[src/rtl/cam_chain_init.sv]
module cam_chain_init #(
  parameter int CW = 4
) (
  input  logic          clk,
  input  logic          rst_n,
  input  logic          start,
  input  logic [CW-1:0] chain_len,
  input  logic [15:0]   base_page,
  input  logic          bus_ready,
  output logic          bus_valid,
  output logic          bus_cmd,
  output logic          bus_read,
  output logic [15:0]   bus_data,
  output logic          done,
  output logic          err
);
  localparam logic [15:0] C_SEL_DSEL = 16'h0100;
  localparam logic [15:0] C_SEL_CTRL = 16'h0101;
  localparam logic [15:0] C_SEL_PAGE = 16'h0102;
  localparam logic [15:0] C_SEL_SEG  = 16'h0103;
  localparam logic [15:0] C_FULL_SET = 16'h0200;
  localparam logic [15:0] C_MATCH_RD = 16'h0300;
  localparam logic [15:0] V_ALL_ONES = 16'hFFFF;
  localparam logic [15:0] V_RUN_CTRL = 16'h8040;
  localparam logic [15:0] V_SEG_CTRL = 16'h3808;

  typedef enum logic [1:0] {P_IDLE, P_PRE, P_LOOP, P_POST} phase_t;

  phase_t        phase;
  logic [2:0]    sub;
  logic [CW-1:0] dev, len_q;
  logic [15:0]   base_q;
  logic          fire, refuse;
  logic [16:0]   last_page;

  assign last_page = {1'b0, base_page} + 17'(chain_len) - 17'd1;
  assign refuse    = (chain_len == '0) || (last_page >= 17'h0FFFF);
  assign bus_valid = (phase != P_IDLE);
  assign fire      = bus_valid && bus_ready;
  assign bus_read  = (phase == P_PRE) && (sub == 3'd0);

  always_comb begin
    bus_cmd  = 1'b1;
    bus_data = 16'h0000;
    unique case (phase)
      P_PRE: unique case (sub)
        3'd1:    bus_data = C_SEL_DSEL;
        3'd2:    begin bus_cmd = 1'b0; bus_data = V_ALL_ONES; end
        3'd3:    bus_data = C_SEL_CTRL;
        3'd4:    bus_cmd = 1'b0;
        default: bus_data = 16'h0000;
      endcase
      P_LOOP: unique case (sub)
        3'd0:    bus_data = C_SEL_PAGE;
        3'd1:    begin bus_cmd = 1'b0; bus_data = base_q + 16'(dev); end
        default: bus_data = C_FULL_SET;
      endcase
      P_POST: unique case (sub)
        3'd0, 3'd2: bus_data = C_SEL_CTRL;
        3'd1:    bus_cmd = 1'b0;
        3'd3:    begin bus_cmd = 1'b0; bus_data = V_RUN_CTRL; end
        3'd4:    bus_data = C_SEL_SEG;
        3'd5:    begin bus_cmd = 1'b0; bus_data = V_SEG_CTRL; end
        default: bus_data = C_MATCH_RD;
      endcase
      default: bus_cmd = 1'b0;
    endcase
  end

  always_ff @(posedge clk) begin
    if (!rst_n) begin
      phase  <= P_IDLE;
      sub    <= '0;
      dev    <= '0;
      len_q  <= '0;
      base_q <= '0;
      done   <= 1'b0;
      err    <= 1'b0;
    end else begin
      done <= 1'b0;
      err  <= 1'b0;
      unique case (phase)
        P_IDLE: if (start) begin
          if (refuse) err <= 1'b1;
          else begin
            phase  <= P_PRE;
            sub    <= '0;
            dev    <= '0;
            len_q  <= chain_len;
            base_q <= base_page;
          end
        end
        P_PRE: if (fire) begin
          if (sub == 3'd4) begin phase <= P_LOOP; sub <= '0; end
          else sub <= sub + 3'd1;
        end
        P_LOOP: if (fire) begin
          if (sub == 3'd1 && len_q == CW'(1)) begin phase <= P_POST; sub <= '0; end
          else if (sub == 3'd2) begin
            sub <= '0;
            if (dev == len_q - CW'(1)) phase <= P_POST;
            else dev <= dev + CW'(1);
          end else sub <= sub + 3'd1;
        end
        default: if (fire) begin
          if (sub == 3'd6) begin phase <= P_IDLE; sub <= '0; done <= 1'b1; end
          else sub <= sub + 3'd1;
        end
      endcase
    end
  end
endmodule

[config.mk]
export PLATFORM = sky130hd
export DESIGN_NAME = cam_chain_init
export DESIGN_NICKNAME = d
export VERILOG_FILES = /design/src/rtl/cam_chain_init.sv
export SDC_FILE = /design/constraint.sdc
export NUM_CORES = 1
export LEC_CHECK = 0
export ABC_CLOCK_PERIOD_IN_PS = 3400
export BUFFER_PORTS_ARGS = -buffer_cell sky130_fd_sc_hd__clkbuf_2
export CORE_MARGIN = 2
export CORE_UTILIZATION = 53
export DETAILED_ROUTE_END_ITERATION = 10
export HOLD_SLACK_MARGIN = 0.05
export MAX_ROUTING_LAYER = met4
export PLACE_DENSITY = 0.77
export SETUP_SLACK_MARGIN = 0.3
export SLEW_MARGIN = 20
export SYNTH_ARGS = -nofsm -noshare
export SYNTH_HDL_FRONTEND = slang
export SYNTH_SLANG_ARGS = --single-unit
[constraint.sdc]
create_clock -name clk -period 3.4 [get_ports clk]
set_input_delay 0.51 -clock clk [delete_from_list [all_inputs] [get_ports clk]]
set_output_delay 0.51 -clock clk [all_outputs]
set_load 0.05 [all_outputs]
Word-level counts from Yosys, hierarchy flattened
Cells that the tools add are included.

Add/subtract/negate cells: 6. Order comparisons: 1. Equality and inequality tests: 21. Mux-type cells: 38. Bitwise logic cells: 3. Reduce and logical (&&, ||, !) cells: 20.

Operators by type and width (count): one-hot mux 16 bit (3 select lines) (2); one-hot mux 16 bit (5 select lines) (1); one-hot mux 16 bit (2 select lines) (1); two-way mux 3 bit (9); two-way mux 4 bit (6); two-way mux 2 bit (10); adder 16 x 4 -> 17 bit (1); greater-or-equal comparator 17 x 16 -> 1 bit (second input constant) (1); subtractor 17 x 1 -> 17 bit (second input constant) (1); adder 16 x 4 -> 16 bit (1); != test 2 bit (second input constant) (7); == test 3 bit (second input constant) (3); one-hot mux 3 bit (3 select lines) (1); AND reduction 9 bit (1); one-hot mux 4 bit (2 select lines) (1); AND reduction 7 bit (1); == test 3 x 2 -> 1 bit (second input constant) (2); != test 3 bit (second input constant) (2); one-hot mux 2 bit (3 select lines) (1); AND reduction 3 bit (2); nonzero test 2 bit (3); two-way mux 1 bit (5); AND reduction 5 bit (1); OR reduction 5 bit (1); other kinds (19) (25).

Register bits: 31. Output and inout bits: 21.

Logic depth before layout (Yosys ltp)
Gate-level depths: netlist (run 1).

Word-level depth: 7. Gate-level depth with buffers: 16. Mapped depth without buffers: 15.

Worst setup path before layout (run 1)
Ideal clock, no wire load.

Path type: input to register. Start: input chain_len[1]. End: register base_q[0]. Setup time: 0.128 ns. Arrival time: 3.139 ns. Data required time: 3.272 ns. Setup slack: 0.133 ns. Stages on the path: 16. Buffers on the path: 1. Cells stage by stage: inv_1 > ha_1 > inv_1 > ha_1 > inv_1 > fa_1 > nand2b_1 > a21oi_1 > nor2_1 > o31ai_1 > o2111ai_1 > nor4_4 > nor3_2 > buf_6 > mux2i_1 > nor2_1.

Cells in the longest elaborated chain, start to end: 6. Elaborated cells on any way between the ends: 7.

Ends and longest elaborated chain: start, declared (RTL line 7) `input logic [CW-1:0] chain_len,`; adder 16 x 4 -> 17 bit (RTL line 36) `assign last_page = {1'b0, base_page} + 17'(chain_len) - 17'd1;`; subtractor 17 x 1 -> 17 bit (RTL line 36); greater-or-equal comparator 17 x 16 -> 1 bit (RTL line 37) `assign refuse = (chain_len == '0) || (last_page >= 17'h0FFFF);`; logical OR 1 bit * (RTL line 37); inverter 1 bit (no source line) *; AND reduction 3 bit (no source line) *; end signal, assigned (RTL line 90) `base_q <= base_page;`; end, declared (RTL line 32) `logic [15:0] base_q;`.

Every way passes the cells marked *; elsewhere a longest branch is shown, timed or not. A chain may end at the register's enable or synchronous reset.

Final worst setup path (run 1)
Ends and elaborated chain as after synthesis.

==> results of run 1 <==
[cell families after synthesis]
kind of cell | after synthesis | synth area share, %
mux | 27 | 8.213
fa+ha+maj | 38 | 14.90
simple gates | 161 | 22.51
buf+inv | 69 | 8.631
flops | 31 | 18.86
compound gates | 107 | 20.76
xor+xnor | 23 | 6.122
[synthesized netlist by cell type (2+ instances only)]
library cell | instances | area (um2)
mux2i_1 | 27 | 270.3
a211oi_1 | 2 | 15.01
dfxtp_1 | 31 | 620.6
xor2_1 | 6 | 52.55
nand3_1 | 12 | 60.06
or3_1 | 2 | 12.51
o2111ai_1 | 5 | 43.79
nor2_1 | 62 | 232.7
clkbuf_1 | 10 | 37.54
nor2b_1 | 6 | 37.54
nor4_1 | 3 | 18.77
inv_1 | 49 | 183.9
buf_6 | 2 | 22.52
a31oi_1 | 7 | 43.79
o211ai_1 | 3 | 22.52
ha_1 | 36 | 450.4
fa_1 | 2 | 40.04
a222oi_1 | 3 | 30.03
nor3_1 | 15 | 75.07
a21o_1 | 8 | 60.06
xnor2_1 | 17 | 148.9
a21oi_1 | 35 | 175.2
nand2_1 | 43 | 161.4
and4_1 | 2 | 17.52
buf_2 | 5 | 25.02
o21ai_0 | 25 | 125.1
and3_1 | 4 | 25.02
o31ai_1 | 2 | 15.01
nand2b_1 | 6 | 37.54
a41oi_1 | 2 | 17.52
[how the worst min path moves through the flow]
stage	to	slack, ns	depth (start not counted)
floorplan	base_q[0]	0.46	2
global placement	base_q[2]	0.48	2
detailed placement	base_q[2]	0.49	2
CTS	base_q[2]	0.51	2
global route	base_q[2]	0.54	2
finish	base_q[2]	0.52	2
[state kept, by name, summed over array words and instances, names as in the netlist]
signal	count
len_q	4
err	1
done	1
base_q	16
phase	2
dev	4
sub	3
[power by group through the flow]
stage,clock network [mW],registers [mW],logic (mW)
6_report,0.290,0.444,0.960
5_1_grt,0.306,0.448,1.04
4_1_cts,0.291,0.441,0.911
3_5_place_dp,0,0.450,0.871
3_3_place_gp,0,0.446,0.835
2_1_floorplan,0,0.443,0.623
[cell type report]
| cell class | count | area [um2] | area share (%) |
|---|---|---|---|
| Clock inverter | 3 | 20.02 | 0.4503 |
| Timing Repair Buffer | 115 | 833.3 | 18.74 |
| Clock buffer | 5 | 68.82 | 1.548 |
| Sequential cell | 31 | 628.1 | 14.13 |
| Multi-Input combinational cell | 356 | 2606 | 58.63 |
| Tap cell | 75 | 93.84 | 2.111 |
| Inverter | 50 | 195.2 | 4.391 |
[what timing repair did]
action                                  CTS  global route
buffers inserted                          6             2
endpoints found under the setup margin   38            40
pin swaps                                12            19
hold buffers                              0             0
cloned                                    0             1
resized for setup                        23            38
[per-stage QoR]
stage / power, mW / setup slack, ns / cell area [um2] / setup TNS (ns) / util [%]
CTS: 1.643 / 0.2252 / 4305 / 0 / 72.29
global placement: 1.281 / -0.5416 / 4048 / -10.43 / 67.96
floorplan: 1.065 / 0.3003 / 3366 / 0 / -
finish: 1.695 / 0.1977 / 4446 / 0 / 74.64
global route: 1.790 / 0.04061 / 4446 / 0 / 74.64
detailed placement: 1.321 / -0.3022 / 4075 / -4.888 / 68.42
[per-layer routing]
metal / global-route usage, % / wire [um] / vias up / share of wire [%]
li1: - / - / 1796 / -
met1: 38.11 / 4343 / 1734 / 44
met2: 47.42 / 4651 / 172 / 47
met3: 3.463 / 726 / 16 / 7.3
met4: 10.16 / 218 / 0 / 2.2
met5: - / 0 / - / 0
[tightest hold or removal path, cell delays in order, from the launching register on]
cell and delay (ns):
dfxtp_1 0.35, mux2i_1 0.07, nor2_1 0.07
==> run metrics, run 1 <==
Vias 3718; slowest stage delay, CP 0.35 ns; largest net degree at the start of global routing 28; Core Box Area 5956 um2; Antenna Cells 0; drt wl/cell 15.65 um; initial drt markers 246; Final Slew Violations 0; crit path capture base_q[0]; sequential share of the synthesized area 18.86%; Fin. Hold Viols 0; CP arrival 3.35 ns; CP startpoint kind input pin; Die Footprint 6855 um2; Yosys warning count 0; reg-to-reg endpoint dev[3]; port bufs 44; most frequent cells in the layout 67 x buf_4, 61 x nor2_1, 44 x inv_1; total CTS buffers 5; Die Height 82.80 um; CP Depth 19; CTS tree built; Final nets 621; final std cells w/o fill 635; post-route minimum period 3.202 ns; setup violators final 0; slowest CP cell nor4_2; gr usage total 29.36%; critical path, cell by cell buf_6, inv_4, ha_4, inv_4, ha_4, inv_2, fa_2, nand2b_4, buf_6, a21oi_2, o21ai_1, nor4_2, o2111ai_2, nor4_4, buf_4, nor3_4, clkbuf_16, mux2i_2, nor2_1; pwr/cell area 381.3 nW/um2; Post-Place Cells 618; Max H-tree Level 2; worst r2r src phase[0]; maximum vdd ir drop 0.3198 mV; skew final 0.005639 ns; Crit Path Category input pin to flop; Row Count 28; clock transition at the registers of the reported paths 0.07 ns; maximum buffer depth of the clock tree 2; CP Max Fanout 7; commonest non-fill, non-tap cell in the layout buf_4; vias in the first global route 3344; Psw 752.2 uW; Avg Vias per Cell 5.855; Worst Tran Pin Value 0.8421 ns; unrepaired setup endpoints after global routing true; Post-Route WL 9939 um; drt first pass iters 5; Crit path max-delay family simple AND/OR/NAND/NOR gates; share of layout cells above drive strength 1 30.89%; FMAX 312.3 MHz; combinational share of power 56.7%; top_reg_cell synth dfxtp_1; Clock Power Share 17.1%; min-delay src base_q[2]; post-DP HPWL 7502 um; routability cong. 1.012; synthesis-to-layout area growth 35.09%; status finished clean; internal power 942.9 uW; clock tree sinks 31; crit end category flop; Worst slew margin 43.51%; Leak Pwr 2.025 nW; WP buf/inv 7; Critical Path Source chain_len[1]; setup slack, reg-to-reg 0.86 ns; Syn Area/Cell 7.216 um2; Yosys cell types 54; required time worst endpoint 3.55 ns; insertion delay to the later sink of the worst-skew pair 0.28 ns; asr flop ratio synth 0%; sequential power share 26.2%; starting density of the core 55.25%; DRC 0; Sw Share 44.37%; HP Class flop to flop; R2R cell count 8; Root Buffer clkbuf_8; max cap viols 0; EDFF count, synth 0; Cell Area, Synth 3291 um2; first-pass GRT wire length 15300 um; global route total overflow 0; #FFs+latches synth 31; initial antenna violation count 0; final-layout fill cell count 447; Final ANT Viol Nets 0; # IOs 45; syn nets 518; die width 82.80 um; Synth Instances 456; smallest hold slack 0.5215 ns; Period Utilization, post-route 94.19%
Power figures use the tool's default switching activity.
==> run 2: changes to the inputs <==
- ABC_CLOCK_PERIOD_IN_PS: 3400 -> 3240
- CORE_UTILIZATION: 53 -> 59
- PLACE_DENSITY: 0.77 -> 0.82
- clock period: 3.4 -> 3.24 ns (I/O delays scaled with it)
==> run metrics, run 2 (synthesized netlist as in run 1, its figures left out) <==
most used routing layer met2; min-delay src base_page[11]; Max H-tree Level 2; Worst slew margin 48.54%; synthesis-to-layout area growth 40.19%; met3 Resource Use GR 6.092%; commonest non-fill, non-tap cell in the layout nor2_1; met1 Use GR 43.18%; CTS tree built; first-pass GRT wire length 16660 um; Antenna Cells 0; Crit Path Category input pin to flop; Overall Power 1.916 mW; starting density of the core 60.50%; global route total overflow 0; drt wl/cell 18.43 um; clock transition at the registers of the reported paths 0.07 ns; Die Footprint 6191 um2; Finished Cell Area 4613 um2; Final nets 612; FMAX 314.1 MHz; insertion delay to the later sink of the worst-skew pair 0.29 ns; share of layout cells above drive strength 1 33.58%; CTS Hold Bufs 0; Post-Route WL 11480 um; # IOs 45; Leak Pwr 2.031 nW; post-route minimum period 3.184 ns; Final Util 84.82%; largest net degree at the start of global routing 28; required time worst endpoint 3.44 ns; CP startpoint kind input pin; R2R cell count 10; dpl cell area 3965 um2; pwr/cell area 415.4 nW/um2; port bufs 44; DRC 0; initial drt markers 305; largest registers base_q: 16 flops, dev: 4 flops, len_q: 4 flops; Largest register FFs 16; Root Buffer clkbuf_8; maximum buffer depth of the clock tree 2; Vias 3814; Die Height 78.68 um; gr usage total 34.55%; status finished clean; smallest hold slack 0.4987 ns; setup slack, reg-to-reg 0.45 ns; initial antenna violation count 0; routability cong. 1.025; final-layout fill cell count 304; worst r2r src sub[1]; reg-to-reg endpoint dev[2]; Final ANT Viol Nets 0; CP arrival 3.39 ns; HP Class input pin to flop; largest register by flop count base_q; max cap viols 0; clock tree sinks 31; CP Max Fanout 3; skew final 0.005666 ns; vias in the first global route 3527; Core Box Area 5439 um2; total CTS buffers 5; crit path capture phase[0]; Avg Vias per Cell 6.122; Final Slew Violations 0; post-DP HPWL 7487 um; Critical Path Source base_page[1]; drt first pass iters 6; most frequent cells in the layout 61 x nor2_1, 52 x buf_4, 43 x inv_1; setup violators final 0; maximum vdd ir drop 0.3408 mV; unrepaired setup endpoints after global routing true; Worst Tran Pin Value 0.7720 ns; Row Count 27; die width 78.68 um; Fin. Hold Viols 0; grt met2 use 57.09%; crit end category flop; Period Utilization, post-route 98.26%
==> run 2: cell count changes in the layout (fill, tap and decap cells not counted), sizes merged <==
cell	previous run	this run
buf	77	72
clkbuf	43	39
==> run 2: routing by layer <==
metal,vias to the layer above,part of all wire [%]
met3,32,7.6
met2,236,49
met5,-,0
met1,1772,40
li1,1774,-
met4,0,3.2
==> run 2: worst min path at each step <==
stage	end	slack, ns	cells after the start
after floorplan	base_q[0]	0.46	2
after global placement	phase[1]	0.49	2
after detailed placement	phase[1]	0.51	2
after CTS	base_q[12]	0.49	3
after global routing	base_q[4]	0.51	3
final	base_q[11]	0.50	3
==> run 2: layout make-up <==
type	instances	area, um2	area share [%]
multi-input cells	356	2744	59.48
flip-flops and latches	31	633.1	13.72
well taps	72	90.09	1.953
inverters	50	200.2	4.340
clock inverters	3	20.02	0.4340
repair buffers	106	857.1	18.58
clock buffers	5	68.82	1.492
==> run 2: metrics by stage <==
step / setup TNS [ns] / cells / setup slack (ns)
6_report: 0 / 623 / 0.05632
5_1_grt: -0.1737 / 623 / -0.04830
4_1_cts: 0 / 616 / 0.1693
3_5_place_dp: -4.029 / 594 / -0.2252
3_3_place_gp: -3.897 / 594 / -0.1671
2_1_floorplan: 0 / 456 / 0.1849
==> run 2: worst max-delay path, cell delays in order <==
cell,delay [ns]
clkbuf_16,0.12
inv_12,0.03
ha_4,0.25
inv_2,0.04
ha_4,0.15
inv_2,0.05
fa_2,0.43
and3b_1,0.25
o2111ai_2,0.14
nor4_2,0.19
o2111ai_2,0.20
nor4_4,0.35
buf_4,0.20
o21ai_4,0.08
and2_4,0.17
o31ai_4,0.24
==> run 2: power by group <==
group / total (mW) / switching [mW] / internal [mW]
registers: 0.474 / 0.0536 / 0.420
logic: 1.13 / 0.651 / 0.479
clock network: 0.312 / 0.163 / 0.149
==> run 2: repair_timing <==
action	CTS	global route
resized for setup	40	56
pin swaps	25	34
setup endpoints to repair	39	44
setup buffers	14	6
cloned	0	1
